**config.mk**
```make
export PLATFORM = sky130hd
export DESIGN_NAME = irq_arb
export DESIGN_NICKNAME = d
export VERILOG_FILES = /design/src/rtl/irq_arb_pkg.sv /design/src/rtl/irq_lowest_slot.sv /design/src/rtl/irq_req_state.sv /design/src/rtl/irq_prio_eval.sv /design/src/rtl/irq_ack_decode.sv /design/src/rtl/irq_arb.sv
export SDC_FILE = /design/constraint.sdc
export NUM_CORES = 1
export LEC_CHECK = 0
export BUFFER_PORTS_ARGS = -buffer_cell sky130_fd_sc_hd__clkbuf_2
export CORE_MARGIN = 3
export CORE_UTILIZATION = 49
export DETAILED_ROUTE_END_ITERATION = 10
export PLACE_DENSITY = 0.84
export SLEW_MARGIN = 0
export SYNTH_ARGS = -nofsm -noshare
export SYNTH_HDL_FRONTEND = slang
export SYNTH_HIERARCHICAL = 1
export SYNTH_SLANG_ARGS = --single-unit
```
**constraint.sdc**
```tcl
create_clock -name clk_i -period 2.9 [get_ports clk_i]
set_input_delay 0.29 -clock clk_i [delete_from_list [all_inputs] [get_ports clk_i]]
set_output_delay 0.29 -clock clk_i [all_outputs]
set_load 0.01 [all_outputs]
```
**src/rtl/irq_arb_pkg.sv**
```systemverilog
package irq_arb_pkg;
  localparam int LVL_W = 5;
  typedef logic [LVL_W-1:0] lvl_t;

  localparam lvl_t LVL_HALT   = 5'h1F;
  localparam lvl_t LVL_MEM    = 5'h1D;
  localparam lvl_t LVL_CRD    = 5'h1A;
  localparam lvl_t LVL_CLK    = 5'h18;
  localparam lvl_t LVL_HW_LO  = 5'h14;
  localparam lvl_t LVL_CON    = 5'h14;
  localparam lvl_t LVL_SW_MAX = 5'h0F;
  localparam int   SW_W       = 16;

  typedef struct packed {
    logic mem;
    logic crd;
    logic clk;
    logic tti;
    logic tto;
  } ded_t;
endpackage

```
**src/rtl/irq_lowest_slot.sv**
```systemverilog
module irq_lowest_slot #(
  parameter int N     = 16,
  localparam int IW   = (N > 1) ? $clog2(N) : 1
) (
  input  logic [N-1:0]  req_i,
  output logic [IW-1:0] idx_o,
  output logic          any_o
);
  always_comb begin
    idx_o = '0;
    for (int i = N - 1; i >= 0; i--) begin
      if (req_i[i]) idx_o = IW'(i);
    end
  end
  assign any_o = |req_i;
endmodule

```
**src/rtl/irq_req_state.sv**
```systemverilog
module irq_req_state
  import irq_arb_pkg::*;
#(
  parameter int NHW   = 4,
  parameter int NSLOT = 16
) (
  input  logic                       clk_i,
  input  logic                       rst_ni,
  input  ded_t                       ded_set_i,
  input  ded_t                       ded_clr_i,
  input  logic [NHW-1:0][NSLOT-1:0]  hw_set_i,
  input  logic [NHW-1:0][NSLOT-1:0]  hw_clr_i,
  output ded_t                       ded_q_o,
  output logic [NHW-1:0][NSLOT-1:0]  hw_q_o
);
  always_ff @(posedge clk_i or negedge rst_ni) begin
    if (!rst_ni) begin
      ded_q_o <= '0;
    end else begin
      // set wins over a same-cycle clear
      ded_q_o <= (ded_q_o & ~ded_clr_i) | ded_set_i;
    end
  end

  for (genvar l = 0; l < NHW; l++) begin : g_lvl
    always_ff @(posedge clk_i or negedge rst_ni) begin
      if (!rst_ni) hw_q_o[l] <= '0;
      else         hw_q_o[l] <= (hw_q_o[l] & ~hw_clr_i[l]) | hw_set_i[l];
    end
  end
endmodule

```
**src/rtl/irq_prio_eval.sv**
```systemverilog
module irq_prio_eval
  import irq_arb_pkg::*;
#(
  parameter int NHW   = 4,
  parameter int NSLOT = 16
) (
  input  logic                       halt_i,
  input  ded_t                       ded_i,
  input  logic [NHW-1:0][NSLOT-1:0]  hw_i,
  input  logic [SW_W-1:0]            sw_i,
  input  lvl_t                       ipl_i,
  output lvl_t                       pend_o
);
  logic stop;

  always_comb begin
    pend_o = '0;
    stop   = 1'b0;
    if (halt_i) begin
      pend_o = LVL_HALT;
    end else if (ded_i.mem && (ipl_i < LVL_MEM)) begin
      pend_o = LVL_MEM;
    end else if (ded_i.crd && (ipl_i < LVL_CRD)) begin
      pend_o = LVL_CRD;
    end else if (ded_i.clk && (ipl_i < LVL_CLK)) begin
      pend_o = LVL_CLK;
    end else begin
      for (int l = NHW - 1; l >= 0; l--) begin
        if (!stop) begin
          if (lvl_t'(int'(LVL_HW_LO) + l) <= ipl_i) begin
            stop = 1'b1;
          end else if (|hw_i[l]) begin
            pend_o = lvl_t'(int'(LVL_HW_LO) + l);
            stop   = 1'b1;
          end
        end
      end
      if (!stop) begin
        if ((ded_i.tti || ded_i.tto) && (ipl_i < LVL_CON)) begin
          pend_o = LVL_CON;
        end else if (ipl_i < LVL_SW_MAX) begin
          // ascending scan: the highest eligible bit is written last
          for (int b = 1; b < SW_W; b++) begin
            if (sw_i[b] && (lvl_t'(b) > ipl_i)) pend_o = lvl_t'(b);
          end
        end
      end
    end
  end
endmodule

```
**src/rtl/irq_ack_decode.sv**
```systemverilog
module irq_ack_decode
  import irq_arb_pkg::*;
#(
  parameter int NHW         = 4,
  parameter int NSLOT       = 16,
  parameter int VEC_W       = 12,
  parameter int VEC_HW_BASE = 'h100,
  parameter int VEC_MEM     = 'h060,
  parameter int VEC_CRD     = 'h054,
  parameter int VEC_CLK     = 'h0C0,
  parameter int VEC_TTI     = 'h0F8,
  parameter int VEC_TTO     = 'h0FC
) (
  input  logic                       ack_i,
  input  lvl_t                       ack_lvl_i,
  input  ded_t                       ded_i,
  input  logic [NHW-1:0][NSLOT-1:0]  hw_i,
  output ded_t                       ded_clr_o,
  output logic [NHW-1:0][NSLOT-1:0]  hw_clr_o,
  output logic [VEC_W-1:0]           vec_o,
  output logic                       err_o
);
  localparam int   IW        = (NSLOT > 1) ? $clog2(NSLOT) : 1;
  localparam int   STRIDE_SH = IW + 2;
  localparam lvl_t HW_TOP    = lvl_t'(int'(LVL_HW_LO) + NHW - 1);

  logic [NHW-1:0][IW-1:0] slot_idx;
  logic [NHW-1:0]         slot_any;
  logic                   hit;

  for (genvar l = 0; l < NHW; l++) begin : g_find
    irq_lowest_slot #(.N(NSLOT)) u_find (
      .req_i (hw_i[l]),
      .idx_o (slot_idx[l]),
      .any_o (slot_any[l])
    );
  end

  always_comb begin
    ded_clr_o = '0;
    hw_clr_o  = '0;
    vec_o     = '0;
    err_o     = 1'b0;
    hit       = 1'b0;
    if (ack_i) begin
      if (ack_lvl_i == LVL_MEM) begin
        ded_clr_o.mem = 1'b1;
        vec_o = VEC_W'(VEC_MEM);
      end else if (ack_lvl_i == LVL_CRD) begin
        ded_clr_o.crd = 1'b1;
        vec_o = VEC_W'(VEC_CRD);
      end else if ((ack_lvl_i == LVL_CLK) && ded_i.clk) begin
        ded_clr_o.clk = 1'b1;
        vec_o = VEC_W'(VEC_CLK);
      end else if (ack_lvl_i > HW_TOP) begin
        err_o = 1'b1;
      end else if (ack_lvl_i >= LVL_HW_LO) begin
        for (int l = 0; l < NHW; l++) begin
          if ((ack_lvl_i == lvl_t'(int'(LVL_HW_LO) + l)) && slot_any[l]) begin
            hw_clr_o[l][slot_idx[l]] = 1'b1;
            vec_o = VEC_W'(VEC_HW_BASE) + (VEC_W'(l) << STRIDE_SH)
                    + (VEC_W'(slot_idx[l]) << 2);
            hit = 1'b1;
          end
        end
        if (!hit && (ack_lvl_i == LVL_CON)) begin
          if (ded_i.tti) begin
            ded_clr_o.tti = 1'b1;
            vec_o = VEC_W'(VEC_TTI);
          end else if (ded_i.tto) begin
            ded_clr_o.tto = 1'b1;
            vec_o = VEC_W'(VEC_TTO);
          end
        end
      end
    end
  end
endmodule

```
**src/rtl/irq_arb.sv**
```systemverilog
module irq_arb
  import irq_arb_pkg::*;
#(
  parameter int NHW         = 4,
  parameter int NSLOT       = 16,
  parameter int VEC_W       = 12,
  parameter int VEC_HW_BASE = 'h100,
  parameter int VEC_MEM     = 'h060,
  parameter int VEC_CRD     = 'h054,
  parameter int VEC_CLK     = 'h0C0,
  parameter int VEC_TTI     = 'h0F8,
  parameter int VEC_TTO     = 'h0FC
) (
  input  logic                   clk_i,
  input  logic                   rst_ni,
  input  logic                   halt_i,
  input  logic                   mem_req_i,
  input  logic                   crd_req_i,
  input  logic                   clk_req_i,
  input  logic                   tti_req_i,
  input  logic                   tto_req_i,
  input  logic [NHW*NSLOT-1:0]   hw_set_i,
  input  logic [SW_W-1:0]        sw_req_i,
  input  logic [LVL_W-1:0]       ipl_i,
  input  logic                   ack_i,
  input  logic [LVL_W-1:0]       ack_lvl_i,
  output logic [LVL_W-1:0]       pend_lvl_o,
  output logic                   vec_vld_o,
  output logic [VEC_W-1:0]       vec_o,
  output logic                   ack_err_o
);
  ded_t                      ded_set, ded_clr, ded_q;
  logic [NHW-1:0][NSLOT-1:0] hw_set, hw_clr, hw_q;
  logic [VEC_W-1:0]          vec_d;
  logic                      err_d;

  assign ded_set.mem = mem_req_i;
  assign ded_set.crd = crd_req_i;
  assign ded_set.clk = clk_req_i;
  assign ded_set.tti = tti_req_i;
  assign ded_set.tto = tto_req_i;
  assign hw_set      = hw_set_i;

  irq_req_state #(.NHW(NHW), .NSLOT(NSLOT)) u_state (
    .clk_i     (clk_i),
    .rst_ni    (rst_ni),
    .ded_set_i (ded_set),
    .ded_clr_i (ded_clr),
    .hw_set_i  (hw_set),
    .hw_clr_i  (hw_clr),
    .ded_q_o   (ded_q),
    .hw_q_o    (hw_q)
  );

  irq_prio_eval #(.NHW(NHW), .NSLOT(NSLOT)) u_prio (
    .halt_i (halt_i),
    .ded_i  (ded_q),
    .hw_i   (hw_q),
    .sw_i   (sw_req_i),
    .ipl_i  (ipl_i),
    .pend_o (pend_lvl_o)
  );

  irq_ack_decode #(
    .NHW(NHW), .NSLOT(NSLOT), .VEC_W(VEC_W), .VEC_HW_BASE(VEC_HW_BASE),
    .VEC_MEM(VEC_MEM), .VEC_CRD(VEC_CRD), .VEC_CLK(VEC_CLK),
    .VEC_TTI(VEC_TTI), .VEC_TTO(VEC_TTO)
  ) u_ack (
    .ack_i     (ack_i),
    .ack_lvl_i (ack_lvl_i),
    .ded_i     (ded_q),
    .hw_i      (hw_q),
    .ded_clr_o (ded_clr),
    .hw_clr_o  (hw_clr),
    .vec_o     (vec_d),
    .err_o     (err_d)
  );

  always_ff @(posedge clk_i or negedge rst_ni) begin
    if (!rst_ni) begin
      vec_vld_o <= 1'b0;
      vec_o     <= '0;
      ack_err_o <= 1'b0;
    end else begin
      vec_vld_o <= ack_i;
      vec_o     <= vec_d;
      ack_err_o <= err_d;
    end
  end
endmodule

```
**Word-level counts from Yosys, hierarchy flattened**

Cells that the tools add are included.

- Bits in registers: 83
- Latch bits: 0
- Bits in writable memories: 0
- ROM bits: 0
- Input bits: 99
- Logic and storage cells: 294
- Memories: 0

- Add/subtract/negate cells: 4
- Multiply operators: 0
- Div/mod/pow operators: 0
- $lt $le $gt $ge: 34
- Equality and inequality tests: 7
- Shift-type cells: 0
- Mux-type cells: 187
- Bitwise logic cells: 15
- Reduce and logical (&&, ||, !) cells: 35

Operator list:

| kind | number |
|---|---|
| 64-bit two-way mux | 6 |
| 4-bit two-way mux | 65 |
| 5-bit two-way mux | 38 |
| 12-bit two-way mux | 13 |
| 16-bit AND | 4 |
| 16-bit two-way mux | 4 |
| 16-bit NOT | 4 |
| 16-bit OR | 4 |
| 16-bit OR reduction | 4 |
| 1-bit two-way mux | 52 |
| 9-bit by 6-bit adder with 10-bit output (first input constant) | 4 |
| 4-bit by 5-bit > comparator with 1-bit output (first input constant) | 8 |
| 5-bit equality test (second input constant) | 7 |
| 1-bit logical AND | 29 |
| 3-bit by 5-bit > comparator with 1-bit output (first input constant) | 4 |
| 5-bit <= comparator (first input constant) | 4 |
| 4-bit by 5-bit < comparator with 1-bit output (second input constant) | 4 |
| 5-bit < comparator (second input constant) | 4 |
| 1-bit demux with 4-bit select | 4 |
| 4-bit by 1-bit >= comparator with 1-bit output (second input constant) | 4 |
| 2-bit by 5-bit > comparator with 1-bit output (first input constant) | 2 |
| 2-bit two-way mux | 4 |
| 5-bit AND | 1 |
| 5-bit >= comparator (second input constant) | 1 |
| 8 further kinds | 8 |

**Longest topological paths before layout**

Gate-level depths: netlist of run 1.

- Depth after elaboration: 40
- Gate-level depth with buffers: 10

**By module**

The synthesis of run 1 kept the hierarchy.

By module, submodules not included:

| module | times used | cells each | area an instance (um^2) | sequential area each (um^2) |
|---|---|---|---|---|
| irq_req_state | 1 | 207 | 2503.7 | 1726.7 |
| irq_ack_decode | 1 | 187 | 1073.5 | 0.0 |
| irq_prio_eval | 1 | 142 | 852.1 | 0.0 |
| irq_lowest_slot | 4 | 34 | 176.4 | 0.0 |
| irq_arb | 1 | 14 | 350.3 | 350.3 |

**Worst setup path after synthesis of run 1**

No wires, ideal clock.

- Kind: flip-flop to output port
- From: reg u_state/hw_q_o[50] (netlist name)
- To: out pend_lvl_o[3]
- Arrival time: 1796 ps
- Slack: 814 ps
- Stages on the path, launching flop included: 7
- Path through: dfrtp_1 nor4_1 nand4_1 nor2_1 nand3_2 or4_1 nand2_1

- Longest elaborated chain between the ends: 40

Ends and longest elaborated chain:

| element | line | source |
|---|---|---|
| from (decl) | irq_req_state.sv:14 | `output logic [NHW-1:0][NSLOT-1:0] hw_q_o` |
| from (signal, indexed assignment) | irq_req_state.sv:28 | `else hw_q_o[l] <= (hw_q_o[l] & ~hw_clr_i[l]) \| hw_set_i[l];` |
| 16-bit OR reduction * | irq_prio_eval.sv:32 | `end else if (\|hw_i[l]) begin` |
| 1-bit two-way mux * | irq_prio_eval.sv:32 |  |
| 1-bit two-way mux * | irq_prio_eval.sv:30 | `if (lvl_t'(int'(LVL_HW_LO) + l) <= ipl_i) begin` |
| 1-bit two-way mux * | irq_prio_eval.sv:25 | `end else if (ded_i.clk && (ipl_i < LVL_CLK)) begin` |
| 1-bit two-way mux * | irq_prio_eval.sv:23 | `end else if (ded_i.crd && (ipl_i < LVL_CRD)) begin` |
| 1-bit two-way mux * | irq_prio_eval.sv:21 | `end else if (ded_i.mem && (ipl_i < LVL_MEM)) begin` |
| 1-bit two-way mux * | irq_prio_eval.sv:19 | `if (halt_i) begin` |
| 1-bit two-way mux | irq_prio_eval.sv:29 | `if (!stop) begin` |
| [10 not listed] | -- |  |
| 5-bit two-way mux (15 in series) | irq_prio_eval.sv:44 | `if (sw_i[b] && (lvl_t'(b) > ipl_i)) pend_o = lvl_t'(b);` |
| 5-bit two-way mux | irq_prio_eval.sv:41 | `end else if (ipl_i < LVL_SW_MAX) begin` |
| 5-bit two-way mux | irq_prio_eval.sv:39 | `if ((ded_i.tti \|\| ded_i.tto) && (ipl_i < LVL_CON)) begin` |
| 5-bit two-way mux * | irq_prio_eval.sv:38 | `if (!stop) begin` |
| 5-bit two-way mux * | irq_prio_eval.sv:25 |  |
| 5-bit two-way mux * | irq_prio_eval.sv:23 |  |
| 5-bit two-way mux * | irq_prio_eval.sv:21 |  |
| 5-bit two-way mux * | irq_prio_eval.sv:19 |  |
| to (decl) | irq_arb.sv:27 | `output logic [LVL_W-1:0] pend_lvl_o,` |

Every way passes the cells marked *; elsewhere a longest branch is shown, timed or not. The select of a mux whose other input is x is not followed.

**Worst setup path after layout of run 1**

- From: reg u_state/hw_q_o[34] (netlist name)
- To: out pend_lvl_o[2]

- Longest elaborated chain between the ends: 36

Ends and longest elaborated chain:

| element | line |
|---|---|
| 16-bit OR reduction * | irq_prio_eval.sv:32 |
| 1-bit two-way mux | irq_prio_eval.sv:32 |
| 1-bit two-way mux | irq_prio_eval.sv:30 |
| 1-bit two-way mux | irq_prio_eval.sv:29 |
| 1-bit two-way mux | irq_prio_eval.sv:25 |
| 1-bit two-way mux | irq_prio_eval.sv:23 |
| 1-bit two-way mux | irq_prio_eval.sv:21 |
| 1-bit two-way mux | irq_prio_eval.sv:19 |
| [6 not listed] | -- |
| 5-bit two-way mux (15 in series) | irq_prio_eval.sv:44 |
| 5-bit two-way mux | irq_prio_eval.sv:41 |
| 5-bit two-way mux | irq_prio_eval.sv:39 |
| 5-bit two-way mux * | irq_prio_eval.sv:38 |
| 5-bit two-way mux * | irq_prio_eval.sv:25 |
| 5-bit two-way mux * | irq_prio_eval.sv:23 |
| 5-bit two-way mux * | irq_prio_eval.sv:21 |
| 5-bit two-way mux * | irq_prio_eval.sv:19 |

Marks and branches as above.

==> flow_summary.ini, run 1 <==
[status]
status = completed

[cells_and_area]
layout.cells.non_filler = 960
final_util = 0.617
nFillCells = 935
finalNetCount = 914
area_growth_pct = 22.4
seq_area_sq_um = 2090
n_antenna_cell = 0
layout-drive-gt1-share = 0.255
multi_input_area_sq_um = 3080

[worst_setup_path]
worstPathArrival_ns = 2.51
critical_path_class = register to output pin
worstSetupStartpointType = register
worst-r2r-setup-slack_ns = 0.40
required_ns = 2.61
critPathMaxFanout = 6
cp-end-kind = output pin

[sta]
period_share = 0.966
setup_viol = 0
fmax_ghz = 0.357
tns_ns = 0
hold_viol = 0
post-route-min-period_ns = 2.80
max_slew.worst_pin.slew_ns = 1.01
setup_slack_ns = 0.0987
relSlewSlack = 0.328
slew_violations = 0
skew_ns = 0.0220

[yosys]
synthSimpleGateAreaFrac = 0.289
ys_async_sr_fraction = 1.00
synth_flop_cell = dfrtp_1
ys_seq_area_frac = 0.379
synth-edff-count = 0
synth_compound_area_frac = 0.241
ys.warnings.count = 6
synth.distinct_cells = 69
synthAdderAreaFrac = 0.00182
syn_area_sq_um = 5490
synthMuxAreaShare = 0
ys_seq_elements = 83
synth-xor-area-share = 0
syn_inst = 686
avgSynthCellArea_sq_um = 8.00
synth_top_family_by_area = simple AND/OR/NAND/NOR gates

[place]
dp_slack_ns = 0.377
place.gp.congestion = 0.943
dp.cells = 923
dpl.hpwl_um = 11000
portBuffers = 116

[clocking]
ctsHtreeMaxLevel = 3
numCtsBuffers = 9
cts-root-buf = clkbuf_8
cts.sinks = 83
clock_latency_ns = 0.36
cts_tree = built
clockBufferDepth = 2
clk_pin_slew_worst_paths_ns = 0.08

[min_path]
hp-class = input pin to async pin

[grt]
grt_antenna_before_repair = 0
grt_max_degree = 84
grt_overflow = 0
grt_pass1_wl_um = 24200
grt_usage = 0.233
grt_pass1_vias = 5105

[route]
postRouteAntennaNets = 0
drt-pass1-iter-count = 5
initialDrtViolationCount = 493
drc = 0
viasPerCell = 5.80
drt-total-wl_um = 15000
vias = 5572
wl_per_cell_um = 15.6

[die]
die_w_um = 112
floorplan.rows = 38
ios = 118
core_area_sq_um = 10900
die_h_um = 112
die_area_sq_um = 12500
initial_utilization = 0.504

[power]
total_power_mw = 2.42
power_leakage_nw = 2.49
power.density_nw_per_um2 = 361
vdd_drop_max_v = 0.000299

[flow_run]
cap_violations = 0
## routing by layer
metal / share of wire / wire, um / global-route usage
met1: 0.44 / 6530 / 0.320
met2: 0.46 / 6830 / 0.367
met3: 0.085 / 1280 / 0.0467
met4: 0.024 / 353 / 0.0860
met5: 0 / 0 / 0
## state kept, by name (all words and copies together) (netlist names)
signal and cells:
ack_err_o 1, u_state/ded_q_o 5, u_state/hw_q_o 64, vec_o 12
vec_vld_o 1
## worst max-delay path, cell delays in order, from the launching register on
cell and delay, ns:
dfrtp_1 0.45, nor4_2 0.32, nand4_1 0.13, buf_4 0.18, nor2b_4 0.14, nand3_2 0.15, or3_1 0.37, o211ai_1 0.24
buf_2 0.18
## stage by stage
step | area [sq um] | hold slack [ns]
after CTS | 6400 | 0.0885
after floorplan | 5500 | -0.00559
final | 6710 | 0.0991
after global placement | 6140 | 0.468
after global routing | 6710 | 0.0860
after detailed placement | 6140 | 0.471
## path summary, 6_finish.rpt
path	startpoint	endpoint	cells after the start
setup reg to reg	u_state/hw_q_o[47]	u_state/hw_q_o[40]	8
hold reg to reg	u_state/ded_q_o[4]	u_state/ded_q_o[4]	1
min in group clk_i	hw_set_i[23]	u_state/hw_q_o[23]	2
hold / removal	rst_ni	u_state/hw_q_o[3]	1
max in group asynchronous	rst_ni	u_state/hw_q_o[31]	1
setup / recovery	u_state/hw_q_o[34]	pend_lvl_o[2]	8
## repair_timing
item | CTS | global route
hold buffers | 0 | 0
setup buffers | 1 | 20
resized for setup | 0 | 38
setup endpoints to repair | 1 | 4
pin swaps | 1 | 14
## power breakdown
group          internal, mW  switching [mW]  leakage (nW)
Sequential             1.16         0.00368         0.781
Combinational        0.0931           0.141          1.58
Clock                 0.597           0.422         0.126
## layout make-up
type,count,area share
inverter,90,0.0503
clock buffer,10,0.0205
sequential,83,0.312
tap,140,0.0261
multi-input combinational,490,0.459
clock inverter,6,0.0168
timing repair buffer,141,0.115
## cell usage in the layout, fill, tap and decap left out, types with 14 or more instances in the layout
master,n
a21o_1,71
inv_1,89
nor2_1,88
buf_4,26
nand3_1,21
nand2b_1,14
o21ai_0,23
nor3_1,17
dfrtp_1,69
nand2_1,43
nor4_1,19
clkbuf_2,114
a21oi_1,27
dfrtp_2,14
## Yosys cell counts, types with 10 or more instances
library cell	instances	area, sq um
nor2_1	89	334
dfrtp_1	83	2080
a21oi_1	27	135
nand2_1	43	161
nand2b_1	14	87.6
a31oi_1	11	68.8
inv_1	89	334
nand3b_1	10	75.1
o21ai_0	23	115
nor4_1	32	200
and3_1	10	62.6
nand3_1	21	105
nor3_1	17	85.1
a21o_1	71	533
## logic make-up (layout without fill, tap and decap cells)
kind of cell               after synthesis  in the layout
and+or+nand+nor                        295            295
AOI/OAI and AO/OA                      189            189
adders and majority gates                1              1
other                                    1              5
DFF                                     83             83
buffers and inverters                  117            247
Note: power is estimated with default switching activity, not from simulation.
==> inputs of run 2 (changes only) <==
--- a/config.mk
+++ b/config.mk
@@ -5,11 +5,14 @@
 export SDC_FILE = /design/constraint.sdc
 export NUM_CORES = 1
 export LEC_CHECK = 0
+export ABC_AREA = 1
+export ABC_CLOCK_PERIOD_IN_PS = 2900
 export BUFFER_PORTS_ARGS = -buffer_cell sky130_fd_sc_hd__clkbuf_2
 export CORE_MARGIN = 3
 export CORE_UTILIZATION = 49
+export CTS_BUF_LIST = sky130_fd_sc_hd__clkbuf_16
 export DETAILED_ROUTE_END_ITERATION = 10
-export PLACE_DENSITY = 0.84
+export PLACE_DENSITY = 0.83
 export SLEW_MARGIN = 0
 export SYNTH_ARGS = -nofsm -noshare
 export SYNTH_HDL_FRONTEND = slang
==> run 2 against run 1 <==
Sequential share of layout area down 2.1 points. Largest cell class unchanged. Via count up 9.0%. Critical endpoint is now pend_lvl_o[0]. Hold slack better by 0.028 ns. Cell area up 6.5%. Largest power group is now clock.
==> flow_summary.ini, run 2 <==
[power]
p_sw_uw = 595
power_leakage_nw = 3.82
swShare = 0.229
seqPwrFrac = 0.450
power.density_nw_per_um2 = 363
power_frac_comb = 0.097
pwr-share-clk = 0.453
total_power_mw = 2.60
internal_power_mw = 2.00
vdd_drop_max_v = 0.000391

[cells_and_area]
layout_commonest_cell = nand2_1
n_antenna_cell = 0
largest-register = u_state/hw_q_o
layout-drive-gt1-share = 0.197
layout_common_cells = nand2_1, inv_1, nor2_1, clkbuf_2, dfrtp_1
fin_area_sq_um = 7150
finalNetCount = 1214
largest_reg_flops = 64
reg_top3 = u_state/hw_q_o (64), vec_o (12), u_state/ded_q_o (5)
area_growth_pct = 18.7

[grt]
grt_max_degree = 84
grt_pass1_wl_um = 23900
grt_overflow = 0
grt_antenna_before_repair = 0
grt_usage = 0.219
grt_pass1_vias = 5548

[worst_setup_path]
cp-end-kind = output pin
required_ns = 2.61
worstPathArrival_ns = 2.55
critPathMaxFanout = 5
critical_path_class = register to output pin
worstSetupStartpointType = register

[yosys]
synth_top_area_frac = 0.345
ys.warnings.count = 6
ys_seq_area_frac = 0.345
ys_seq_elements = 83
synth-edff-count = 0
syn_area_sq_um = 6020
synth.distinct_cells = 43
synth_flop_cell = dfrtp_1
synth_most_common_cell = nand2_1
avgSynthCellArea_sq_um = 6.14
syn_inst = 981
yosys.area.top_type = dfrtp_1
ys_async_sr_fraction = 1.00
synthTopCellsByArea = dfrtp_1, nand2_1, inv_1, nor2_1, nand3_1
synth_common_cells = nand2_1, inv_1, nor2_1, dfrtp_1, nand3_1

[clocking]
ctsHtreeMaxLevel = 3
ctsHoldBuffers = 0
cts_tree = built
clk_pin_slew_worst_paths_ns = 0.06
clock_latency_ns = 0.34
numCtsBuffers = 9
cts.sinks = 83
cts-root-buf = clkbuf_16
clockBufferDepth = 2

[sta]
rsz0062_at_grt = true
hold_viol = 0
fmax_ghz = 0.352
max_slew.worst_pin.slew_ns = 1.00
relSlewSlack = 0.333
skew_ns = 0.00468
slew_violations = 0
tns_ns = 0
post-route-min-period_ns = 2.84
setup_viol = 0
setup_slack_ns = 0.0563
period_share = 0.981

[route]
wl_per_cell_um = 11.6
drt-total-wl_um = 14600
postRouteAntennaNets = 0
drt-pass1-iter-count = 5
viasPerCell = 4.81
initialDrtViolationCount = 487
vias = 6073
drc = 0

[die]
die_h_um = 117
core_area_sq_um = 11700
initial_utilization = 0.514
die_area_sq_um = 13700
ios = 118
floorplan.rows = 39
die_w_um = 117

[min_path]
hp-class = input pin to async pin

[place]
placed_area_sq_um = 6700
portBuffers = 116
place.gp.congestion = 0.949
dpl.hpwl_um = 11400
dp_slack_ns = 0.342

[status]
status = completed

[flow_run]
cap_violations = 0
run 2: cell count changes after synthesis, moves of 14 or more:
| cell | previous run | this run |
|---|---|---|
| nor4_1 | 32 | 9 |
| nand3_1 | 21 | 49 |
| nand2_1 | 43 | 311 |
| a21o_1 | 71 | 0 |
| nand2b_1 | 14 | 0 |
| inv_1 | 89 | 223 |
| inv_2 | 1 | 30 |
| nor2_1 | 89 | 141 |
run 2: logic make-up (layout without fill, tap and decap cells):
family,Yosys count,in the layout,synth area share
flops,83,83,0.345
other cells,1,5,0.000623
simple gates,584,584,0.431
compound gates,46,46,0.0480
buf+inv,267,401,0.176
run 2: area by class of cell:
class / count / area [sq um]
clock buffers: 9 / 225
clock inverters: 6 / 81.3
fillers: 1111 / 4560
inverters: 255 / 960
multi-input cells: 635 / 2930
flip-flops and latches: 83 / 2080
well taps: 143 / 179
repair buffers: 131 / 696
run 2: path summary, 6_finish.rpt:
| path | start | to | slack [ns] | cells past startpoint |
|---|---|---|---|---|
| worst max-delay path | u_state/hw_q_o[61] | pend_lvl_o[0] | 0.06 | 26 |
| worst min-delay path | rst_ni | u_state/hw_q_o[52] | 0.13 | 1 |
| worst max register to register | u_state/hw_q_o[14] | u_state/hw_q_o[6] | 0.42 | 14 |
| worst min register to register | u_state/ded_q_o[3] | u_state/ded_q_o[3] | 0.48 | 2 |
| max in group asynchronous | rst_ni | u_state/hw_q_o[48] | 2.10 | 1 |
| min in group clk_i | hw_set_i[23] | u_state/hw_q_o[23] | 0.13 | 3 |
run 2: worst max-delay path, stage by stage (launching register included):
cell and delay, ns:
dfrtp_1 0.43, nor2_1 0.14, nand2_1 0.07, nor2_1 0.10
nand2_1 0.10, nor2_2 0.17, nand3_2 0.13, nand3_2 0.08
nand2_1 0.05, nand2_1 0.05, nand2_1 0.04, nand2_1 0.05
nand2_1 0.05, nand2_1 0.05, nand2_1 0.05, nand2_1 0.05
nand2_1 0.05, nand2_1 0.05, nand2_1 0.05, nand2_1 0.05
nand2_1 0.04, nand2_1 0.06, nand2_1 0.04, nand2_1 0.05
nand2_1 0.04, nand2_1 0.05, buf_2 0.12
run 2: per-layer routing:
metal,track usage,wire (um)
met1,0.283,6430
met5,0,0
met4,0.0703,274
met3,0.0576,1120
met2,0.361,6790
run 2: repair_timing:
item,in CTS,in global routing
resized for setup,2,7
endpoints found under the setup margin,2,3
setup buffers,0,15
endpoints found under the hold margin,0,0
pin swaps,0,6
run 2: through the flow:
step	std cells	hold slack [ns]	util
final	1262	0.127	0.610
after global routing	1262	0.118	0.610
after CTS	1247	0.116	0.599
after detailed placement	1232	0.469	0.572
after global placement	1232	0.455	0.572
after floorplan	985	-0.00559	-
run 2: power groups by stage:
| stage | clock network (mW) | logic (mW) | registers (mW) |
|---|---|---|---|
| after floorplan | 0 | 0.132 | 1.19 |
| after global placement | 0 | 0.249 | 1.19 |
| after detailed placement | 0 | 0.251 | 1.19 |
| after global routing | 1.26 | 0.289 | 1.17 |
| final | 1.18 | 0.252 | 1.17 |
| after CTS | 1.22 | 0.253 | 1.17 |
